[src/rtl/spi_irq_pkg.sv]
package spi_irq_pkg;

    localparam int REG_W  = 32;
    localparam int ADDR_W = 7;

    localparam logic [ADDR_W-1:0] OFS_GATE = 7'h1C;
    localparam logic [ADDR_W-1:0] OFS_STAT = 7'h20;
    localparam logic [ADDR_W-1:0] OFS_MASK = 7'h28;

    localparam int GATE_BIT = 31;

    localparam int B_TX_EMPTY = 2;
    localparam int B_TX_UNDER = 3;
    localparam int B_RX_FULL  = 4;
    localparam int B_RX_OVR   = 5;
    localparam int B_TX_HALF  = 6;
    localparam int B_RX_AVAIL = 8;

    localparam logic [REG_W-1:0] IMPL_MASK =
        (REG_W'(1) << B_TX_EMPTY) | (REG_W'(1) << B_TX_UNDER) |
        (REG_W'(1) << B_RX_FULL)  | (REG_W'(1) << B_RX_OVR)   |
        (REG_W'(1) << B_TX_HALF)  | (REG_W'(1) << B_RX_AVAIL);

    localparam logic [REG_W-1:0] STAT_RST = REG_W'(1) << B_TX_EMPTY;

endpackage

[src/rtl/spi_irq_decode.sv]
module spi_irq_decode
    import spi_irq_pkg::*;
#(
    parameter int W  = REG_W,
    parameter int AW = ADDR_W,
    parameter int GB = GATE_BIT
) (
    input  logic          reg_wr,
    input  logic          reg_rd,
    input  logic [AW-1:0] reg_addr,
    input  logic          gate_q,
    input  logic [W-1:0]  stat_q,
    input  logic [W-1:0]  mask_q,
    output logic          wr_gate,
    output logic          wr_stat,
    output logic          wr_mask,
    output logic [W-1:0]  rdata
);

    always_comb begin
        wr_gate = reg_wr && (reg_addr == OFS_GATE);
        wr_stat = reg_wr && (reg_addr == OFS_STAT);
        wr_mask = reg_wr && (reg_addr == OFS_MASK);
    end

    always_comb begin
        rdata = '0;
        if (reg_rd) begin
            unique case (reg_addr)
                OFS_GATE: rdata = W'(gate_q) << GB;
                OFS_STAT: rdata = stat_q;
                OFS_MASK: rdata = mask_q;
                default:  rdata = '0;
            endcase
        end
    end

endmodule

[src/rtl/spi_irq_status.sv]
module spi_irq_status
    import spi_irq_pkg::*;
#(
    parameter int             W       = REG_W,
    parameter logic [W-1:0]   MASK    = IMPL_MASK,
    parameter logic [W-1:0]   RST_VAL = STAT_RST
) (
    input  logic         clk,
    input  logic         rst_n,
    input  logic         soft_rst,
    input  logic [W-1:0] hw_set,
    input  logic [W-1:0] hw_clr,
    input  logic [W-1:0] host_tgl,
    output logic [W-1:0] stat_q
);

    for (genvar i = 0; i < W; i++) begin : g_bit
        if (MASK[i]) begin : g_cell
            logic cell_q;

            always_ff @(posedge clk or negedge rst_n) begin
                if (!rst_n)         cell_q <= RST_VAL[i];
                else if (soft_rst)  cell_q <= RST_VAL[i];
                else if (hw_set[i]) cell_q <= 1'b1;
                else if (hw_clr[i]) cell_q <= 1'b0;
                else                cell_q <= cell_q ^ host_tgl[i];
            end

            assign stat_q[i] = cell_q;

            // a hardware set survives any same-cycle toggle or clear
            p_set_wins_r8: assert property (@(posedge clk) disable iff (!rst_n)
                (hw_set[i] && !soft_rst) |=> stat_q[i]);

            // a lone hardware clear empties the bit
            p_hw_clear_r5: assert property (@(posedge clk) disable iff (!rst_n)
                (hw_clr[i] && !hw_set[i] && !soft_rst) |=> !stat_q[i]);

            // an undisturbed host toggle inverts the bit
            p_toggle_r2: assert property (@(posedge clk) disable iff (!rst_n)
                (host_tgl[i] && !hw_set[i] && !hw_clr[i] && !soft_rst)
                |=> (stat_q[i] != $past(stat_q[i])));
        end else begin : g_tie
            assign stat_q[i] = 1'b0;
        end
    end

endmodule

[src/rtl/spi_irq_ctrl.sv]
module spi_irq_ctrl
    import spi_irq_pkg::*;
#(
    parameter int           W    = REG_W,
    parameter int           GB   = GATE_BIT,
    parameter logic [W-1:0] MASK = IMPL_MASK
) (
    input  logic         clk,
    input  logic         rst_n,
    input  logic         soft_rst,
    input  logic         wr_gate,
    input  logic         wr_mask,
    input  logic [W-1:0] wdata,
    output logic         gate_q,
    output logic [W-1:0] mask_q
);

    always_ff @(posedge clk or negedge rst_n) begin
        if (!rst_n) begin
            gate_q <= 1'b0;
            mask_q <= '0;
        end else if (soft_rst) begin
            gate_q <= 1'b0;
            mask_q <= '0;
        end else begin
            if (wr_gate) gate_q <= wdata[GB];
            if (wr_mask) mask_q <= wdata & MASK;
        end
    end

    // the gate only moves on a write to its own offset
    p_gate_hold_r9: assert property (@(posedge clk) disable iff (!rst_n)
        (!wr_gate && !soft_rst) |=> $stable(gate_q));

    p_mask_hold_r9: assert property (@(posedge clk) disable iff (!rst_n)
        (!wr_mask && !soft_rst) |=> $stable(mask_q));

endmodule

[src/rtl/spi_irq_agg.sv]
module spi_irq_agg
    import spi_irq_pkg::*;
#(
    parameter int W  = REG_W,
    parameter int AW = ADDR_W
) (
    input  logic          clk,
    input  logic          rst_n,
    input  logic          soft_rst,
    input  logic          reg_wr,
    input  logic          reg_rd,
    input  logic [AW-1:0] reg_addr,
    input  logic [W-1:0]  reg_wdata,
    output logic [W-1:0]  reg_rdata,
    input  logic          tx_queued,
    input  logic          tx_drained,
    input  logic          tx_flush,
    input  logic          tx_underrun,
    input  logic          tx_half_empty,
    input  logic          rx_received,
    input  logic          rx_drained,
    input  logic          rx_full,
    input  logic          rx_flush,
    output logic          irq
);

    logic         gate_q;
    logic [W-1:0] stat_q;
    logic [W-1:0] mask_q;
    logic         wr_gate, wr_stat, wr_mask;
    logic [W-1:0] hw_set, hw_clr, host_tgl;
    logic         irq_q;

    always_comb begin
        hw_set = '0;
        hw_clr = '0;
        hw_set[B_TX_EMPTY] = tx_drained | tx_flush;
        hw_set[B_TX_UNDER] = tx_underrun;
        hw_set[B_RX_FULL]  = rx_full;
        hw_set[B_RX_OVR]   = rx_full;
        hw_set[B_TX_HALF]  = tx_half_empty;
        hw_set[B_RX_AVAIL] = rx_received;
        hw_clr[B_TX_EMPTY] = tx_queued;
        hw_clr[B_RX_OVR]   = rx_flush;
        hw_clr[B_RX_AVAIL] = rx_drained | rx_flush;
        host_tgl = wr_stat ? reg_wdata : '0;
    end

    spi_irq_decode #(.W(W), .AW(AW), .GB(GATE_BIT)) u_decode (
        .reg_wr   (reg_wr),
        .reg_rd   (reg_rd),
        .reg_addr (reg_addr),
        .gate_q   (gate_q),
        .stat_q   (stat_q),
        .mask_q   (mask_q),
        .wr_gate  (wr_gate),
        .wr_stat  (wr_stat),
        .wr_mask  (wr_mask),
        .rdata    (reg_rdata)
    );

    spi_irq_status #(.W(W), .MASK(IMPL_MASK), .RST_VAL(STAT_RST)) u_status (
        .clk      (clk),
        .rst_n    (rst_n),
        .soft_rst (soft_rst),
        .hw_set   (hw_set),
        .hw_clr   (hw_clr),
        .host_tgl (host_tgl),
        .stat_q   (stat_q)
    );

    spi_irq_ctrl #(.W(W), .GB(GATE_BIT), .MASK(IMPL_MASK)) u_ctrl (
        .clk      (clk),
        .rst_n    (rst_n),
        .soft_rst (soft_rst),
        .wr_gate  (wr_gate),
        .wr_mask  (wr_mask),
        .wdata    (reg_wdata),
        .gate_q   (gate_q),
        .mask_q   (mask_q)
    );

    always_ff @(posedge clk or negedge rst_n) begin
        if (!rst_n)        irq_q <= 1'b0;
        else if (soft_rst) irq_q <= 1'b0;
        else               irq_q <= gate_q & (|(stat_q & mask_q));
    end

    assign irq = irq_q;

    // with the gate closed the line is low one edge later
    p_gate_closed_r3: assert property (@(posedge clk) disable iff (!rst_n)
        !gate_q |=> !irq);

    // an enabled pending source raises the line one edge later
    p_pending_raise_r3: assert property (@(posedge clk) disable iff (!rst_n)
        (gate_q && (|(stat_q & mask_q)) && !soft_rst) |=> irq);

    // soft reset restores every register and drops the line
    p_soft_reset_r10: assert property (@(posedge clk) disable iff (!rst_n)
        soft_rst |=> (stat_q == STAT_RST && mask_q == '0 && !gate_q && !irq));

endmodule

[config.mk]
export PLATFORM = sky130hd
export DESIGN_NAME = spi_irq_agg
export DESIGN_NICKNAME = d
export VERILOG_FILES = /design/src/rtl/spi_irq_pkg.sv /design/src/rtl/spi_irq_decode.sv /design/src/rtl/spi_irq_status.sv /design/src/rtl/spi_irq_ctrl.sv /design/src/rtl/spi_irq_agg.sv
export SDC_FILE = /design/constraint.sdc
export NUM_CORES = 1
export LEC_CHECK = 0
export CORE_MARGIN = 2
export CORE_UTILIZATION = 37
export DETAILED_ROUTE_END_ITERATION = 6
export GPL_TIMING_DRIVEN = 0
export PLACE_DENSITY_LB_ADDON = 0.12
export SYNTH_ARGS = -nofsm -noshare
export SYNTH_HDL_FRONTEND = slang
export SYNTH_SLANG_ARGS = --single-unit
[constraint.sdc]
create_clock -name clk -period 4.55 [get_ports clk]
set_clock_uncertainty 0.2 [all_clocks]
set_input_delay 0.91 -clock clk [delete_from_list [all_inputs] [get_ports clk]]
set_output_delay 0.91 -clock clk [all_outputs]
set_load 0.03 [all_outputs]
==> key figures, run 1 <==
Outcome
  – Status: completed

CTS
  – Setup bufs post-CTS: 0
  – H-tree levels: 1
  – Clock root buffer: clkbuf_4
  – CTS max path bufs: 2
  – Post-cts sizing count: 0
  – Cts bufs inserted: 3
  – Num Clock Sinks: 14
  – CTS clk-pin slew, worst paths: 80 ps
  – Hold-fix buffer count after cts: 0
  – Clock Latency Late Sink: 280 ps
  – CTS tree: built

Floorplanning
  – Initial Util: approximately two fifths
  – Die H: 60.7 µm
  – Floorplan row count: 20
  – Die area: 3690 µm²
  – Core box area: 3050 µm²
  – Die width: just over 60 µm
  – Ports: between 80 and 90

Detailed routing
  – Via density per instance: 4.88
  – Via count: 1157
  – Final antenna-violating net count: 0
  – First-pass DRT Iterations: 4
  – WL/cell: 13.5 µm
  – DR iter-0 viols: 36
  – # DRC: 0
  – Final WL: 3.19 mm

Finish
  – Reg area: 352 µm²
  – Number of fill cells in the layout: 313
  – Number of nets in the layout: 247
  – Antenna cells: 0
  – Area taken by multi-input logic gates: 684 µm²
  – Layout overhead on the synthesized area: 43.8%
  – Layout cells sized above 1: 23.3%
  – Final Core Density: a little under three fifths

STA
  – Setup TNS: 0 ps
  – Slew Viols, Final: 0
  – WHS: between 300 and 400 ps
  – RSZ-0062 raised after global routing: no
  – Final setup vio count: 0
  – Tmin final: 4460 ps
  – Fmax: 0.224 GHz
  – Least-Margin Pin Slew: 680 ps
  – Slew margin rel.: 54.5%
  – Tcrit/Tclk final: a little over nine tenths
  – Count of final hold-check violations: 0

Setup path
  – Reg2reg end: u_status.g_bit[8].g_cell.cell_q$_DFF_PN0_
  – WS Path Type: input port to output pin
  – Worst setup EP type: output pin
  – CP max FO: 10
  – Setup slack, reg-to-reg: around 3200 ps
  – R2r startpoint: u_status.g_bit[8].g_cell.cell_q$_DFF_PN0_
  – Startpoint types: input port
  – Crit path required time: around 3400 ps
  – Register-to-Register Path Depth: 3
  – CP arrival: ~3400 ps

Logic synthesis
  – Register area share after synthesis: 29.5%
  – Area share of the largest cell type after synthesis: 27.3%
  – Post-Syn Area per Cell: 9.08 µm²
  – Synth area leader: dfrtp_1
  – Yosys cell types: 36
  – Top post-synthesis cells by area: dfrtp_1 27%, buf_4 16%, mux2i_1 5.9%
  – Synth warn: 0
  – Post-synthesis register bit count: 14
  – Mapped Area: about 1200 µm²
  – Synth Instances: 131

Placement
  – GP Congestion: 0.835
  – I/O Buffers: 34
  – Detailed Place HPWL: roughly 2.5 mm

Power and ir drop
  – Leakage: between 0.0007 and 0.0008 µW
  – NetSw: around 110 µW
  – PD cells: roughly 190 nW/µm²
  – Clock power share: 27.7%
  – Peak supply drop: 0.159 mV
  – Combinational fraction of design power: 32.1%
  – Net Sw Frac: between 30% and 40%
  – P_int: roughly 220 µW
  – Seq pwr share: 40.2%

Min path
  – Hold Crit Class: flip-flop to flip-flop
  – Hold endpoint: u_status.g_bit[2].g_cell.cell_q$_DFF_PN1_
  – Hold path depth: 2
  – Beginning of the worst hold path: u_status.g_bit[2].g_cell.cell_q$_DFF_PN1_

Global routing
  – Number of global-route vias before repair: 1076
  – Initial antenna violation count: 0
  – Global-route wire length before repair: 5.00 mm
  – Largest net degree at the start of global routing: 15
  – Overall routing resource usage: 18.3%
  – Total gr overflow: 0

Flow run
  – Max Cap Violations: 0
==> synthesized netlist by cell type <==
| cell type | number |
|---|---|
| nor4b_1 | 2 |
| buf_4 | 25 |
| a31oi_1 | 1 |
| nand3_1 | 5 |
| dfstp_2 | 1 |
| nand3b_1 | 4 |
| or3b_2 | 1 |
| o311ai_1 | 2 |
| o31ai_4 | 1 |
| buf_6 | 2 |
| o221ai_2 | 1 |
| nand4_1 | 10 |
| clkbuf_1 | 2 |
| nor4_2 | 3 |
| o21bai_1 | 1 |
| dfrtp_1 | 13 |
| a22oi_1 | 3 |
| o31ai_1 | 5 |
| inv_2 | 1 |
| and4_1 | 1 |
| or4b_4 | 1 |
| mux2i_1 | 7 |
| nor4_1 | 2 |
| nor2_1 | 13 |
| conb_1 | 1 |
| a21oi_1 | 6 |
| nor3_1 | 1 |
| a211oi_1 | 3 |
| nor4b_2 | 1 |
| o31ai_2 | 1 |
| inv_1 | 1 |
| o211ai_1 | 1 |
| nor3b_1 | 3 |
| buf_1 | 1 |
| buf_2 | 3 |
| nand2b_1 | 2 |
==> flip-flops by register name (all words and copies together), names as in the netlist <==
| register | flops |
|---|---|
| u_ctrl.gate_q | 1 |
| irq | 1 |
| u_status.g_bit.g_cell.cell_q | 6 |
| u_ctrl.mask_q | 6 |
==> area by class of cell <==
cell class                 count  share of cell area, %
multi-input combinational    106                   40.0
sequential                    14                   20.5
timing repair buffer          34                   19.9
buffer                        33                   13.8
tap                           44                   3.22
clock buffer                   4                   2.12
inverter                       2                  0.439
==> power groups by stage <==
stage	Sequential [µW]	Combinational (µW)	Clock, µW
6_report	132	106	91.2
5_1_grt	133	112	103
4_1_cts	132	105	94.6
3_5_place_dp	135	104	0
3_3_place_gp	134	103	0
2_1_floorplan	133	68.2	0
==> per-layer routing <==
layer | up-vias | track usage, % | part of all wire (%)
li1 | 568 | - | -
met5 | - | 0 | 0
met1 | 529 | 23.5 | 41
met4 | 0 | 3.11 | 0.47
met3 | 4 | 4.48 | 8.1
met2 | 56 | 31.6 | 51
==> cells by family after synthesis <==
logic type	synth area share, %
flops	29.5
simple gates	26.9
buf+inv	20.5
compound gates	16.8
mux	5.89
other cells	0.315
==> how the worst max path moves through the flow <==
stage | cells after the start | slack, ps | to | startpoint
floorplan | 4 | 1330 | reg_rdata[2] | reg_addr[2]
global placement | 6 | 90 | reg_rdata[3] | reg_addr[2]
detailed placement | 6 | 110 | reg_rdata[6] | reg_addr[2]
CTS | 6 | 100 | reg_rdata[6] | reg_addr[2]
global route | 6 | 20 | reg_rdata[4] | reg_addr[2]
finish | 6 | 90 | reg_rdata[4] | reg_addr[2]
==> layout by cell type (no fill, tap or decap), types with 4 or more instances in the layout <==
master,netlist,layout
a21oi_1,6,6
buf_4,25,25
clkdlybuf4s50_1,0,34
conb_1,1,25
dfrtp_1,13,13
mux2i_1,7,7
nand3_1,5,5
nand3b_1,4,4
nand4_1,10,10
nor2_1,13,13
o31ai_1,5,5
==> stage by stage <==
step	power (µW)	worst slack, ps	instances	area [µm²]
2_1_floorplan	202	1330	155	1280
3_3_place_gp	238	93.1	233	1680
3_5_place_dp	239	106	233	1680
4_1_cts	331	105	237	1710
5_1_grt	348	22.9	237	1710
6_report	329	94.6	237	1710
==> worst max-delay path, cell delays in order <==
cell and delay, ps:
clkdlybuf4s50_1 450, nor4b_2 490, buf_2 310, nand3_1 300, nor2_1 190, clkdlybuf4s50_1 690
No activity file was read; power rests on OpenSTA's default activity.
==> run 2, diff against run 1 <==
--- a/config.mk
+++ b/config.mk
@@ -5,11 +5,13 @@
 export SDC_FILE = /design/constraint.sdc
 export NUM_CORES = 1
 export LEC_CHECK = 0
+export CAP_MARGIN = 0
 export CORE_MARGIN = 2
 export CORE_UTILIZATION = 37
 export DETAILED_ROUTE_END_ITERATION = 6
 export GPL_TIMING_DRIVEN = 0
 export PLACE_DENSITY_LB_ADDON = 0.12
+export SKIP_CTS_REPAIR_TIMING = 1
 export SYNTH_ARGS = -nofsm -noshare
 export SYNTH_HDL_FRONTEND = slang
 export SYNTH_SLANG_ARGS = --single-unit
==> results of run 2 <==
No change in the layout: final DEF, timing and power equal those of run 1.
==> run 3, diff against run 2 <==
--- a/config.mk
+++ b/config.mk
@@ -5,6 +5,7 @@
 export SDC_FILE = /design/constraint.sdc
 export NUM_CORES = 1
 export LEC_CHECK = 0
+export ABC_CLOCK_PERIOD_IN_PS = 4550
 export CAP_MARGIN = 0
 export CORE_MARGIN = 2
 export CORE_UTILIZATION = 37
==> results of run 3 <==
No change in the layout: final DEF, timing and power equal those of run 1.
